[config.mk]
export PLATFORM = sky130hd
export DESIGN_NAME = lrsc_tracker
export DESIGN_NICKNAME = d
export VERILOG_FILES = /design/src/rtl/lrsc_tracker.sv
export SDC_FILE = /design/constraint.sdc
export NUM_CORES = 1
export LEC_CHECK = 0
export ABC_AREA = 1
export BUFFER_PORTS_ARGS = -buffer_cell sky130_fd_sc_hd__buf_4
export CAP_MARGIN = 0
export CORE_ASPECT_RATIO = 0.6
export CORE_MARGIN = 2
export CORE_UTILIZATION = 54
export DETAILED_ROUTE_END_ITERATION = 8
export PLACE_DENSITY = 0.85
export REMOVE_ABC_BUFFERS = 1
export SETUP_SLACK_MARGIN = 0.05
export SYNTH_ARGS = -nofsm -noshare
export SYNTH_HDL_FRONTEND = slang
export SYNTH_SLANG_ARGS = --single-unit
[constraint.sdc]
create_clock -name clk -period 1.7 [get_ports clk]
set_input_delay 0.085 -clock clk [delete_from_list [all_inputs] [get_ports clk]]
set_output_delay 0.085 -clock clk [all_outputs]
set_load 0.01 [all_outputs]
[src/rtl/lrsc_tracker.sv]
module lrsc_tracker #(
  parameter int ADDR_W   = 32,
  parameter int GRAN_LSB = 5
) (
  input  logic              clk,
  input  logic              rst_n,
  input  logic              req_valid,
  input  logic              req_is_sc,
  input  logic [ADDR_W-1:0] req_addr,
  input  logic              attr_wt,
  input  logic              attr_ci,
  input  logic              attr_coh,
  input  logic              fault_prot,
  input  logic              fault_page,
  input  logic              snoop_valid,
  input  logic [ADDR_W-1:0] snoop_addr,
  output logic              store_go,
  output logic              sc_done,
  output logic              sc_pass,
  output logic              dsi_req,
  output logic              align_err
);
  localparam int GW = ADDR_W - GRAN_LSB;

  logic          resv_valid;
  logic [GW-1:0] resv_gran;

  logic [GW-1:0] req_gran, snp_gran;
  logic          misal, dsi_hit, accept, snoop_kill, held;

  assign req_gran   = req_addr[ADDR_W-1:GRAN_LSB];
  assign snp_gran   = snoop_addr[ADDR_W-1:GRAN_LSB];

  assign misal      = req_valid && (req_addr[1:0] != 2'b00);
  assign dsi_hit    = req_valid && !misal &&
                      ((attr_wt && !attr_ci) || fault_prot || fault_page);
  assign accept     = req_valid && !misal && !dsi_hit;

  assign snoop_kill = snoop_valid && resv_valid && (snp_gran == resv_gran);
  assign held       = resv_valid && !snoop_kill && (req_gran == resv_gran);
  assign store_go   = accept && req_is_sc && held;

  logic unused_bits;
  assign unused_bits = ^{attr_coh, req_addr[GRAN_LSB-1:2], snoop_addr[GRAN_LSB-1:0]};

  always_ff @(posedge clk) begin
    if (!rst_n) begin
      resv_valid <= 1'b0;
      resv_gran  <= '0;
    end else if (accept && !req_is_sc) begin
      resv_valid <= 1'b1;
      resv_gran  <= req_gran;
    end else if ((accept && req_is_sc) || snoop_kill) begin
      resv_valid <= 1'b0;
    end
  end

  always_ff @(posedge clk) begin
    if (!rst_n) begin
      sc_done   <= 1'b0;
      sc_pass   <= 1'b0;
      dsi_req   <= 1'b0;
      align_err <= 1'b0;
    end else begin
      sc_done   <= accept && req_is_sc;
      sc_pass   <= store_go;
      dsi_req   <= dsi_hit;
      align_err <= misal;
    end
  end
endmodule

==> summary.txt <==
CTS
  • Clock slew at the register clock pins of the worst setup and hold paths: about 0.07 ns
  • Clock latency on the worst-skew pair: 0.28 ns
  • Hold Buf Count CTS: 0
  • TritonCTS clock tree: built
  • Root Buffer Master: clkbuf_8
  • Clock buffer count from CTS: 5
  • Buffer levels on the longest clock path: 2
  • Total number of clock tree sinks: 32
  • Clock H-tree levels: 2

Power and ir drop
  • Total power divided by cell area: 577.7 nW/um^2
  • Worst vdd ir: 0.0003909 V
  • Leakage dissipation: between 1.5 and 2 nW
  • Total design power: 1.726 mW

Global route
  • Maximum number of pins on one net before global-route repair: 35
  • Total GRT Usage: 28.37%
  • Global-route wire length before repair: 10070 um
  • Vias in the first global route: between 2000 and 2500
  • GRT overflow: 0
  • Antenna violations before repair: 0

Critical path
  • Crit Path Category: flip-flop to output port
  • Crit path DAT: 1.56 ns
  • Critical path capture point type: output port
  • Data required, critical path: 1.62 ns
  • Maximum net fanout on the critical path: 5
  • Critical path startpoint category: flip-flop

Layout
  • Final Instance Count excl. Fillers: 540
  • Number of antenna cells inserted: 0
  • Nets: roughly 550
  • Core occupancy in the finished layout: 73.30%
  • Fraction of final layout cells with drive strength greater than 1: 24.38%
  • # fillers: 366
  • Area overhead of the layout relative to synthesis: 31.14%

Placement
  • Final weighted congestion of routability-driven global placement: 0.8861
  • Placed cell count: 530
  • Number of port buffers: between 60 and 70
  • Setup slack at placement: 0.3287 ns
  • Placed wire-length estimate: slightly above 5000 um

STA
  • Share of the clock period used by the worst path: a little over nine tenths
  • Achievable clock frequency: 608.8 MHz
  • Worst Tran Pin Value: between 0.5 and 0.6 ns
  • Final-report setup violation count: 0
  • Endpoints failing hold: 0
  • Worst hold margin: 0.07847 ns
  • Unrepaired setup endpoints after global routing: yes
  • Max-Slew Margin vs Limit: around three fifths
  • Final WS setup: 0.05751 ns
  • Final clock skew: 0.002422 ns
  • Max-slew violation total from the final report: 0
  • Final critical path time including I/O delays and setup: 1.642 ns

Routing
  • Antenna-violating nets left: 0
  • Overall via count from detail_route: 2653
  • Detail-routed via count per cell: 4.913
  • Post-route DRC violation count: 0
  • Iteration-0 DRC count of the detailed router: 139
  • Routed Wire Length: 6558 um
  • Number of search-and-repair iterations in the first detailed-routing pass: 6
  • Wire per inst: 12.14 um

Logic synthesis
  • YS warnings: 0
  • Post-synth design cell area: 2278 sq um
  • Fraction of registers with async set/reset: 0%
  • Post-synth top area cell: dfxtp_1
  • Area contributors post-synth: dfxtp_1 (28%), nand2_1 (25%), inv_1 (13%)
  • Seq cells post-synth: 32
  • Number of synthesized flops with an enable pin: 0
  • Share of the yosys chip area belonging to registers: approximately 28%
  • Most used standard cell by instance count after synthesis: nand2_1
  • Synth top cells by count: nand2_1 (151), inv_1 (76), nor2_1 (44)
  • Share of Yosys cell area claimed by the top area cell type: 28.12%
  • Mean instance size in the synthesized netlist: 5.584 sq um
  • Main synth FF type: dfxtp_1
  • Number of instances in the synthesized netlist: 408
  • Post-synthesis cell type count: 19

Floorplan
  • DIE HEIGHT: 54.32 um
  • Number of placement rows: 18
  • Total core area: between 4000 and 5000 sq um
  • Width of the die: 87.86 um
  • Initial Util: 55.89%
  • Num ports: 79
  • DIE AREA: between 4000 and 5000 sq um

Status
  • Result of the run: complete, no violations

Min path
  • Hold/Removal Path Class: input port to flip-flop

Job
  • Number of violations of the max-capacitance limit: 0
-- through the flow --
stage	setup TNS [ns]	cell area [sq um]
final	0	2988
after global routing	-0.05925	2988
after CTS	0	2927
after detailed placement	0	2821
after global placement	0	2821
after floorplan	0	2221
-- registers in the layout, summed over array words and instances (netlist names) --
signal,flops
resv_valid,1
resv_gran,27
sc_done,1
dsi_req,1
sc_pass,1
align_err,1
-- cells by family after synthesis --
family,count (synthesis),share of synthesized area [%]
and+or+nand+nor,208,35.69
DFF,32,28.12
AOI/OAI and AO/OA,65,14.28
buffers and inverters,86,15.38
xor gates and xnor gates,17,6.535
-- placed cells by master, fill, tap and decap left out --
cell      count
a21oi_1      31
and2_1        2
and2_4        1
buf_4        71
buf_6         1
clkbuf_1      2
clkbuf_8      6
dfxtp_1      16
dfxtp_2      15
dfxtp_4       1
inv_1        71
inv_2         7
nand2_1     144
nand2_2       7
nand3_1       3
nand3_2       1
nand4_1       3
nor2_1       40
nor2_2        6
nor2_4        1
o21ai_0      20
o21ai_1      14
xnor2_1       4
xor2_1       13
-- what timing repair did --
item | CTS | global route
resized for setup | 10 | 27
pin swaps | 1 | 15
buffers inserted | 0 | 2
endpoints found under the setup margin | 1 | 1
-- worst max-delay path, cell delays in order, from the launching register on --
cell     delay [ns]
dfxtp_1        0.40
o21ai_0        0.11
nor2_1         0.13
nand2_1        0.10
nor2_2         0.10
nand2_1        0.08
nor2_1         0.12
nand3_2        0.09
inv_2          0.06
buf_6          0.09
-- worst paths after layout --
| check | start | end | slack, ns | cells past startpoint |
|---|---|---|---|---|
| worst max-delay path | resv_gran[10] | store_go | 0.06 | 9 |
| worst min-delay path | req_addr[19] | resv_gran[14] | 0.08 | 3 |
| worst max register to register | resv_gran[17] | resv_valid | 0.35 | 10 |
| worst min register to register | resv_valid | sc_pass | 0.48 | 2 |
-- cell type report --
| cell class | count | area (sq um) | share of cell area [%] |
|---|---|---|---|
| multi-input combinational | 290 | 1323 | 44.26 |
| clock buffer | 8 | 90.09 | 3.015 |
| inverter | 78 | 292.8 | 9.799 |
| timing repair buffer | 72 | 544.3 | 18.22 |
| sequential | 32 | 663.1 | 22.19 |
| tap | 60 | 75.07 | 2.513 |
-- metal layers --
layer	routed length (um)	vias to the layer above	GRT usage, %	share of wire [%]
li1	-	1366	-	-
met1	3002	1142	40.09	46
met2	2786	135	44.95	42
met3	706	10	6.033	11
met4	62	0	6.154	0.95
met5	0	-	0	0
-- where the power goes --
part           total, mW  internal [mW]  switching, mW
Combinational      0.352          0.175          0.177
Clock              0.608          0.330          0.278
Sequential         0.766          0.758        0.00786
No activity file was read; power rests on OpenSTA's default activity.
